### src/rtl/clkrst_pkg.sv
package clkrst_pkg;
  localparam int DW       = 32;
  localparam int NFIX     = 6;   // bus-domain and fixed gated blocks
  localparam int B_FLASH  = 0;
  localparam int B_GPIO   = 1;
  localparam int B_RBUS   = 2;
  localparam int B_DMA    = 3;
  localparam int B_REGB   = 4;
  localparam int B_RADIO  = 5;
  localparam int GATE_LSB = 2;
  localparam int RST_LSB  = 16;
  localparam int F_SRC    = 0;
  localparam int F_BUS    = 2;
  localparam int F_REG    = 6;
  localparam int F_RAD    = 10;
  localparam int F_PER    = 12;
  localparam int FW       = 4;   // divider field width
  localparam int RW       = FW + 1;
  localparam int TW       = 25;  // tick word width
  localparam int OFS_SET  = 'h000;
  localparam int OFS_CLR  = 'h004;
  localparam int OFS_CFG  = 'h008;
  localparam int OFS_TICK = 'h00C;

  typedef enum logic [1:0] {
    SRC_XTAL = 2'd0,
    SRC_PLL  = 2'd1,
    SRC_LSO  = 2'd2
  } src_e;

  localparam logic [1:0] RAD_FAST = 2'b01;
  localparam logic [1:0] RAD_SLOW = 2'b10;

  function automatic logic [RW-1:0] field_ratio(input logic [FW-1:0] f);
    return RW'(f) + RW'(1);
  endfunction

  function automatic logic [RW-1:0] radio_ratio(input logic [1:0] c);
    return (c == RAD_SLOW) ? RW'(4) : RW'(2);
  endfunction

  function automatic logic radio_legal(input logic [1:0] c);
    return (c == RAD_FAST) || (c == RAD_SLOW);
  endfunction

  function automatic logic src_legal(input logic [1:0] c);
    return c != 2'b11;
  endfunction
endpackage

### src/rtl/clkrst_div.sv
module clkrst_div
  import clkrst_pkg::*;
#(
  parameter logic [RW-1:0] RST_RATIO = RW'(1)
) (
  input  logic          clk,
  input  logic          rst_n,
  input  logic          tick_i,
  input  logic [RW-1:0] ratio_i,
  output logic          tick_o
);
  logic [RW-1:0] cnt_q;
  logic [RW-1:0] act_q;
  logic          wrap;

  assign wrap   = (cnt_q == act_q - RW'(1));
  assign tick_o = tick_i & wrap;

  // ratio is reloaded only on a wrap so the running period is never cut
  always_ff @(posedge clk or negedge rst_n) begin
    if (!rst_n) begin
      cnt_q <= '0;
      act_q <= RST_RATIO;
    end else if (tick_i) begin
      if (wrap) begin
        cnt_q <= '0;
        act_q <= ratio_i;
      end else begin
        cnt_q <= cnt_q + RW'(1);
      end
    end
  end
endmodule

### src/rtl/clkrst_regs.sv
module clkrst_regs
  import clkrst_pkg::*;
#(
  parameter int NPER   = 4,
  parameter int ADDR_W = 12,
  localparam int NBLK  = NFIX + NPER
) (
  input  logic               clk,
  input  logic               rst_n,
  input  logic               bus_sel,
  input  logic               bus_wr,
  input  logic [ADDR_W-1:0]  bus_addr,
  input  logic [DW-1:0]      bus_wdata,
  output logic [DW-1:0]      bus_rdata,
  output logic [NBLK-1:0]    gate_o,
  output logic [NBLK-1:0]    rst_o,
  output logic [1:0]         src_o,
  output logic [FW-1:0]      busf_o,
  output logic [FW-1:0]      regf_o,
  output logic [1:0]         radio_o,
  output logic [NPER*FW-1:0] perf_o,
  output logic [TW-1:0]      tick_o
);
  localparam logic [NBLK-1:0] GATE_RST = NBLK'((1 << NFIX) - 1);
  localparam logic [NBLK-1:0] RSTB_RST = ~GATE_RST;

  logic [NBLK-1:0]    gate_q, rst_q;
  logic [1:0]         src_q, radio_q;
  logic [FW-1:0]      busf_q, regf_q;
  logic [NPER*FW-1:0] perf_q;
  logic [TW-1:0]      tick_q;
  logic               wr_set, wr_clr, wr_cfg, wr_tick;
  logic [DW-1:0]      state_w, cfg_w;
  logic               unused_wdata;

  assign unused_wdata = ^bus_wdata;

  assign wr_set  = bus_sel & bus_wr & (bus_addr == ADDR_W'(OFS_SET));
  assign wr_clr  = bus_sel & bus_wr & (bus_addr == ADDR_W'(OFS_CLR));
  assign wr_cfg  = bus_sel & bus_wr & (bus_addr == ADDR_W'(OFS_CFG));
  assign wr_tick = bus_sel & bus_wr & (bus_addr == ADDR_W'(OFS_TICK));

  always_ff @(posedge clk or negedge rst_n) begin
    if (!rst_n) begin
      gate_q <= GATE_RST;
      rst_q  <= RSTB_RST;
    end else if (wr_set) begin
      gate_q <= gate_q | bus_wdata[GATE_LSB +: NBLK];
      rst_q  <= rst_q  | bus_wdata[RST_LSB  +: NBLK];
    end else if (wr_clr) begin
      gate_q <= gate_q & ~bus_wdata[GATE_LSB +: NBLK];
      rst_q  <= rst_q  & ~bus_wdata[RST_LSB  +: NBLK];
    end
  end

  always_ff @(posedge clk or negedge rst_n) begin
    if (!rst_n) begin
      src_q   <= SRC_XTAL;
      busf_q  <= '0;
      regf_q  <= '0;
      radio_q <= RAD_FAST;
      perf_q  <= '0;
    end else if (wr_cfg) begin
      if (src_legal(bus_wdata[F_SRC +: 2])) src_q <= bus_wdata[F_SRC +: 2];
      if (radio_legal(bus_wdata[F_RAD +: 2])) radio_q <= bus_wdata[F_RAD +: 2];
      busf_q <= bus_wdata[F_BUS +: FW];
      regf_q <= bus_wdata[F_REG +: FW];
      perf_q <= bus_wdata[F_PER +: NPER*FW];
    end
  end

  always_ff @(posedge clk or negedge rst_n) begin
    if (!rst_n)       tick_q <= '0;
    else if (wr_tick) tick_q <= bus_wdata[TW-1:0];
  end

  always_comb begin
    state_w = '0;
    state_w[1:0] = 2'b11;  // core clocks: always running
    state_w[GATE_LSB +: NBLK] = gate_q;
    state_w[RST_LSB  +: NBLK] = rst_q;
    cfg_w = '0;
    cfg_w[F_SRC +: 2]        = src_q;
    cfg_w[F_BUS +: FW]       = busf_q;
    cfg_w[F_REG +: FW]       = regf_q;
    cfg_w[F_RAD +: 2]        = radio_q;
    cfg_w[F_PER +: NPER*FW]  = perf_q;
  end

  always_comb begin
    bus_rdata = '0;
    if (bus_sel) begin
      case (bus_addr)
        ADDR_W'(OFS_SET), ADDR_W'(OFS_CLR): bus_rdata = state_w;
        ADDR_W'(OFS_CFG):                   bus_rdata = cfg_w;
        ADDR_W'(OFS_TICK):                  bus_rdata = DW'(tick_q);
        default:                            bus_rdata = '0;
      endcase
    end
  end

  assign gate_o  = gate_q;
  assign rst_o   = rst_q;
  assign src_o   = src_q;
  assign busf_o  = busf_q;
  assign regf_o  = regf_q;
  assign radio_o = radio_q;
  assign perf_o  = perf_q;
  assign tick_o  = tick_q;
endmodule

### src/rtl/clkrst_ctrl.sv
module clkrst_ctrl
  import clkrst_pkg::*;
#(
  parameter int NPER   = 4,
  parameter int ADDR_W = 12,
  localparam int NBLK  = NFIX + NPER
) (
  input  logic              clk,
  input  logic              rst_n,
  input  logic              pll_tick,
  input  logic              xtal_tick,
  input  logic              lsosc_tick,
  input  logic              bus_sel,
  input  logic              bus_wr,
  input  logic [ADDR_W-1:0] bus_addr,
  input  logic [31:0]       bus_wdata,
  output logic [31:0]       bus_rdata,
  output logic              sys_en,
  output logic              hclk_en,
  output logic              fclk_en,
  output logic              flash_en,
  output logic              gpio_en,
  output logic              rbus_en,
  output logic              dma_en,
  output logic              pclk_en,
  output logic              radio_en,
  output logic [NPER-1:0]   per_en,
  output logic [NBLK-1:0]   blk_rst,
  output logic [23:0]       st_calib,
  output logic              st_en
);
  logic [NBLK-1:0]    gate;
  logic [1:0]         src_code, radio_code;
  logic [FW-1:0]      busf, regf;
  logic [NPER*FW-1:0] perf;
  logic [TW-1:0]      tick_word;
  logic               sys_tick, bus_tick, reg_tick, rad_tick;
  logic [NPER-1:0]    per_tick;

  clkrst_regs #(.NPER(NPER), .ADDR_W(ADDR_W)) u_regs (
    .clk(clk), .rst_n(rst_n),
    .bus_sel(bus_sel), .bus_wr(bus_wr), .bus_addr(bus_addr),
    .bus_wdata(bus_wdata), .bus_rdata(bus_rdata),
    .gate_o(gate), .rst_o(blk_rst), .src_o(src_code),
    .busf_o(busf), .regf_o(regf), .radio_o(radio_code),
    .perf_o(perf), .tick_o(tick_word)
  );

  always_comb begin
    case (src_code)
      SRC_PLL: sys_tick = pll_tick;
      SRC_LSO: sys_tick = lsosc_tick;
      default: sys_tick = xtal_tick;
    endcase
  end

  clkrst_div #(.RST_RATIO(RW'(1))) u_bus_div (
    .clk(clk), .rst_n(rst_n), .tick_i(sys_tick),
    .ratio_i(field_ratio(busf)), .tick_o(bus_tick)
  );

  clkrst_div #(.RST_RATIO(RW'(1))) u_reg_div (
    .clk(clk), .rst_n(rst_n), .tick_i(bus_tick),
    .ratio_i(field_ratio(regf)), .tick_o(reg_tick)
  );

  clkrst_div #(.RST_RATIO(RW'(2))) u_rad_div (
    .clk(clk), .rst_n(rst_n), .tick_i(bus_tick),
    .ratio_i(radio_ratio(radio_code)), .tick_o(rad_tick)
  );

  for (genvar k = 0; k < NPER; k++) begin : g_per
    clkrst_div #(.RST_RATIO(RW'(1))) u_per_div (
      .clk(clk), .rst_n(rst_n), .tick_i(bus_tick),
      .ratio_i(field_ratio(perf[k*FW +: FW])), .tick_o(per_tick[k])
    );
    assign per_en[k] = per_tick[k] & gate[NFIX + k];
  end

  assign sys_en   = sys_tick;
  assign hclk_en  = bus_tick;
  assign fclk_en  = bus_tick;
  assign flash_en = bus_tick & gate[B_FLASH];
  assign gpio_en  = bus_tick & gate[B_GPIO];
  assign rbus_en  = bus_tick & gate[B_RBUS];
  assign dma_en   = bus_tick & gate[B_DMA];
  assign pclk_en  = reg_tick & gate[B_REGB];
  assign radio_en = rad_tick & gate[B_RADIO];
  assign st_calib = tick_word[23:0];
  assign st_en    = tick_word[24];
endmodule

### config.mk
export PLATFORM = sky130hd
export DESIGN_NAME = clkrst_ctrl
export DESIGN_NICKNAME = d
export VERILOG_FILES = /design/src/rtl/clkrst_pkg.sv /design/src/rtl/clkrst_div.sv /design/src/rtl/clkrst_regs.sv /design/src/rtl/clkrst_ctrl.sv
export SDC_FILE = /design/constraint.sdc
export NUM_CORES = 1
export LEC_CHECK = 0
export CAP_MARGIN = 30
export CORE_AREA = 2 2 123 125
export CTS_CLUSTER_DIAMETER = 80
export DETAILED_ROUTE_END_ITERATION = 10
export DIE_AREA = 0 0 125 127
export PLACE_DENSITY = 0.95
export SYNTH_ARGS = -nofsm -noshare
export SYNTH_HDL_FRONTEND = slang
export SYNTH_HIERARCHICAL = 1
export SYNTH_SLANG_ARGS = --single-unit
### constraint.sdc
create_clock -name clk -period 4.9 [get_ports clk]
set_clock_uncertainty 0.15 [all_clocks]
set_input_delay 0.98 -clock clk [delete_from_list [all_inputs] [get_ports clk]]
set_output_delay 0.98 -clock clk [all_outputs]
set_load 0.01 [all_outputs]
# Word-level counts from Yosys, hierarchy flattened
# Cells that the tools add are included.
# op_classes
addsub,20
eq_ne,16
mux,15
bitwise,28
n_reduce_logical,13
# op_table
operator,n
28-bit one-hot mux with 3 select lines,1
10-bit two-way mux,4
"5-bit by 1-bit adder with 5-bit output, second input constant",7
5-bit == test,7
5-bit two-way mux,7
"5-bit by 1-bit subtractor with 5-bit output, second input constant",7
32-bit two-way mux,1
"4-bit by 1-bit adder with 5-bit output, second input constant",6
"12-bit by 4-bit == test with 1-bit output, second input constant",2
1-bit bitwise AND,22
10-bit bitwise AND,2
10-bit NOT,2
10-bit OR,2
2-bit AND reduction,9
"12-bit by 3-bit == test with 1-bit output, second input constant",1
12-bit logical NOT,1
"2-bit == test, second input constant",3
"2-bit by 1-bit == test with 1-bit output, second input constant",2
3-bit two-way mux,1
"2-bit != test, second input constant",1
1-bit one-hot mux with 2 select lines,1
2-bit nonzero test,1
2-bit OR reduction,1
1-bit logical OR,1
# totals
regBits,143
input_bits,51
out_inout_bits,80

# Longest topological paths before layout
# depth
ltp_word,5
mapped_depth,10

# Modules after synthesis
# The synthesis kept the hierarchy.
# modules_own_cells
module,instances,cells_each,area_each_um2
clkrst_div,7,64,633.1
clkrst_regs,1,359,3619.7
clkrst_ctrl,1,57,404.1

# Least setup slack after synthesis
# OpenSTA, ideal clock, no wires.
# synth_timing
path_type,in2out
startpoint,in pll_tick
endpoint,out pclk_en
arrival_ps,2784
path_slack_ps,986
stages,7
n_path_buf,0
cell_sequence,a22oi_1 > o21ai_0 > nand4b_2 > nor2_4 > nand4b_2 > nor2_4 > and2_1
# synth_between
elab_chain_len,4
# synth_lines
element,line,source
start: declaration,clkrst_ctrl.sv:10,"input logic pll_tick,"
1-bit one-hot mux with 2 select lines,clkrst_ctrl.sv:50,case (src_code)
net sys_en,clkrst_ctrl.sv:18,"output logic sys_en,"
1-bit bitwise AND,clkrst_div.sv:17,assign tick_o = tick_i & wrap;
net fclk_en,clkrst_ctrl.sv:20,"output logic fclk_en,"
1-bit bitwise AND,clkrst_div.sv:17,
net reg_tick,clkrst_ctrl.sv:37,"logic sys_tick, bus_tick, reg_tick, rad_tick;"
1-bit bitwise AND,clkrst_ctrl.sv:87,assign pclk_en = reg_tick & gate[B_REGB];
end: declaration,clkrst_ctrl.sv:25,"output logic pclk_en,"
# The timed path passes the listed nets, and every way through them passes these cells.

# Final worst setup path
# layout_timing
startpoint,in bus_addr[5]
endpoint,out bus_rdata[26]
# layout_between
elab_chain_len,4
word_cells_on_any_way,7
# layout_lines
element,line,source
start: declaration,clkrst_ctrl.sv:15,"input logic [ADDR_W-1:0] bus_addr,"
12-bit by 3-bit == test with 1-bit output / 12-bit logical NOT (equally long branches),clkrst_regs.sv:93,case (bus_addr)
2-bit OR reduction,clkrst_regs.sv:93,
28-bit one-hot mux with 3 select lines (*),clkrst_regs.sv:93,
32-bit two-way mux (*),clkrst_regs.sv:92,if (bus_sel) begin
end: declaration,clkrst_ctrl.sv:17,"output logic [31:0] bus_rdata,"
# Mark *: on every way between the ends. The rest lies on a longest branch, timed or not.

==> impl_summary.txt <==
----------------------------------------------------
[Outcome]
  Status ... complete, no violations

[Synth]
  Synthesized instance count ... 864
  Synth async-reset ratio ... 100%
  Number of enable-type register cells in the synthesized netlist ... 0
  Flip-flop and latch count after synthesis ... 143
  Dominant synthesized flop cell ... dfrtp_1
  Mapped Avg Cell Area ... 9.79 µm²
  Yosys cell types ... 48
  Post-Syn Area ... 8460 µm²
  Most area-hungry cell type in the Yosys netlist ... dfrtp_1
  Register area share after synthesis ... 42.6%
  Top cell type's share of synthesized area ... 37.0%
  Warnings from Yosys ... 6
  Dominant cells by area after synthesis ... dfrtp_1 (37%), mux2_2 (5.9%), dfstp_2 (5.6%)

[Finish]
  Layout-stage area growth over the synthesis result ... 25.5%
  Count of nets after finishing ... 1080
  Non-filler instance count after layout ... 1204
  Design Area, Final ... 10600 µm²
  ANT cells ... 0
  Share of post-route cells with drive strength above 1 ... 15.9%
  Post-Route Utilization ... 73.6%

[Clocking]
  Clock transition at the register clock pins on the worst setup and hold paths after CTS ... 0.06 ns
  Root Driver ... clkbuf_16
  Number of buffers added for setup after CTS ... 0
  Clock latency at the later pin of the worst-skew pair ... 0.43 ns
  Clock tree from TritonCTS ... done
  Number of buffers added to fix hold violations after cts ... 0
  Number of clock buffers inserted by TritonCTS ... 17
  # clock sinks ... 143
  Buffers from clock root to sink, at most ... 2
  Post-cts sizing count ... 0
  Total number of H-tree levels ... 4

[Setup path]
  R2r endpoint ... u_reg_div/act_q[2]
  Critical path required time ... 3.77 ns
  Data arrival time at the worst-slack endpoint ... 3.58 ns
  Number of cell instances on the worst register-to-register path ... 11
  Setup slack of the most critical reg-to-reg path ... 1.79 ns
  Worst setup EP type ... output port
  Crit start category ... input pin
  Largest driver fanout on the critical path ... 6
  Type of the worst setup path ... input pin to output port
  Startpoint of the worst register-to-register path ... u_bus_div/act_q[0]

[Power and ir drop]
  Final total power ... 3.33 mW
  Total power divided by cell area ... 314 nW/µm²
  Worst vdd rail ir drop ... 0.382 mV
  Proportion of power drawn by combinational gates ... 18.0%
  Internal cell power ... 2.35 mW
  Switching power ... 0.986 mW
  Net switching fraction of the power ... 29.6%
  LEAKAGE ... 5.07 nW
  Clock network fraction of total power ... 39.7%
  Fraction of power consumed by sequential logic ... 42.3%

[Routing]
  Final antenna-violating net count ... 0
  Remaining design rule violation count ... 0
  Via/cell ratio ... 6.20
  DR iter-0 viols ... 944
  Detailed-router iteration count before antenna repair ... 6
  Average wire per standard cell ... 20.5 µm
  Final wirelength ... 24700 µm
  Total number of vias ... 7467

[Worst hold path]
  Class of the most critical hold timing path ... flip-flop to flip-flop
  Cell count of the worst hold path ... 2

[Placed design]
  Placed wire-length estimate after detailed placement ... 16300 µm
  Post-Place Worst Slack ... 0.171 ns
  Port buffer count ... 122
  Final weighted congestion in routability-driven placement ... 0.869
  Placed cell count ... 1172
  Cell area after placement ... 10000 µm²

[Global route]
  Overflow left after global routing ... 0
  Pin count of the biggest net entering global routing ... 72
  GRT Resource Usage Total ... 31.7%
  Initial antenna violation count ... 1
  Wire length of the first global-routing pass ... 39800 µm
  Via count of the first global-routing pass ... 7636

[Floorplanning]
  Number of top-level pins ... 131
  Initial core utilization ... 58.6%
  Placeable core region ... 14400 µm²
  Die Ht ... 127 µm
  Die area ... 15900 µm²
  DIE WIDTH ... 125 µm
  # rows ... 44

[Timing]
  RSZ-0062 raised after global routing ... no
  Shortest period the worst path allows ... 4.71 ns
  Worst hold slack ... 0.336 ns
  Number of pins with negative max-slew slack in the final report ... 0
  Number of failing setup endpoints in the final timing report ... 0
  Final setup margin ... 0.193 ns
  Worst rel slew slack ... 42.8%
  Hold violation total from the final report ... 0
  Slew at the pin closest to its max-slew limit ... 0.856 ns
  Final cycle utilization of the critical path ... 96.1%
  Setup TNS after final layout ... 0 ns
  Max Clock Freq ... 212 MHz

[Job]
  Reported max-cap violation count ... 0

----------------------------------------------------
critical path, stage by stage:
cell and delay [ns]:
clkdlybuf4s50_1 0.42, nor4_2 0.57, and4_1 0.33, nand2_1 0.24, nor3b_1 0.42, clkdlybuf4s50_1 0.61
kinds of logic after synthesis:
family	Yosys count	synth area share (%)
AOI/OAI and AO/OA	80	6.07
muxes	105	13.5
adders and majority gates	22	3.26
other	2	0.0888
DFF	143	42.6
buffers and inverters	90	4.47
and+or+nand+nor	368	23.9
xor gates and xnor gates	54	6.21
routing by layer:
layer  vias up  GRT usage [%]  wire length [µm]  share of wire [%]
met4         2           13.9              1110                4.5
met2       425           55.3             12500                 51
met1      3656           37.6              9120                 37
li1       3257              -                 -                  -
met3       127           7.71              1960                7.9
met5         -              0                11              0.045
power by group through the flow:
stage | Clock (mW) | Sequential [mW] | Combinational (mW)
floorplan | 0 | 1.38 | 0.381
global placement | 0 | 1.41 | 0.517
detailed placement | 0 | 1.42 | 0.566
CTS | 1.33 | 1.40 | 0.591
global route | 1.39 | 1.42 | 0.661
finish | 1.32 | 1.41 | 0.602
Yosys cell counts (all sizes together) (22+ instances only):
library cell and number:
nand2 124, ha 22, nor3 37, xor2 41, mux2i 36, o21ai 24, nor2 69, inv 58
nand3 35, dfrtp 125, and3 27, mux2 69
worst max path at each step:
stage	slack (ns)	from	to	cells after the start
2_1_floorplan	0.99	pll_tick	pclk_en	7
3_3_place_gp	0.26	pll_tick	per_en[0]	10
3_5_place_dp	0.17	pll_tick	per_en[0]	10
4_1_cts	0.15	pll_tick	per_en[0]	10
5_1_grt	0.08	bus_addr[5]	bus_rdata[26]	6
6_report	0.19	bus_addr[5]	bus_rdata[26]	6
cells in the final DEF (no fill, tap or decap), types with 8 or more instances in the layout:
master / n
and3_2: 8
clkbuf_16: 17
o21ai_0: 23
nor3_1: 28
mux2i_1: 36
a21oi_1: 12
nand2_1: 124
nand2b_1: 8
nand3_1: 35
inv_1: 58
and3_1: 19
mux2_1: 25
buf_4: 24
xor2_1: 34
and2_1: 11
xnor2_1: 13
conb_1: 9
nand4_1: 16
a22oi_1: 17
a2bb2oi_1: 8
clkdlybuf4s50_1: 120
dfstp_2: 18
nand3b_1: 8
dfrtp_1: 125
nor3_4: 8
ha_1: 22
mux2_2: 44
nor2_1: 62
or3_1: 8
layout make-up:
class                           count  area, µm²
Multi-Input combinational cell    638       4510
Fill cell                         892       3810
Sequential cell                   143       3600
Timing Repair Buffer              149       1470
Clock buffer                       20        447
Tap cell                          184        230
Inverter                           58        218
Clock inverter                     12        144
(Power assumes the default switching activity.)
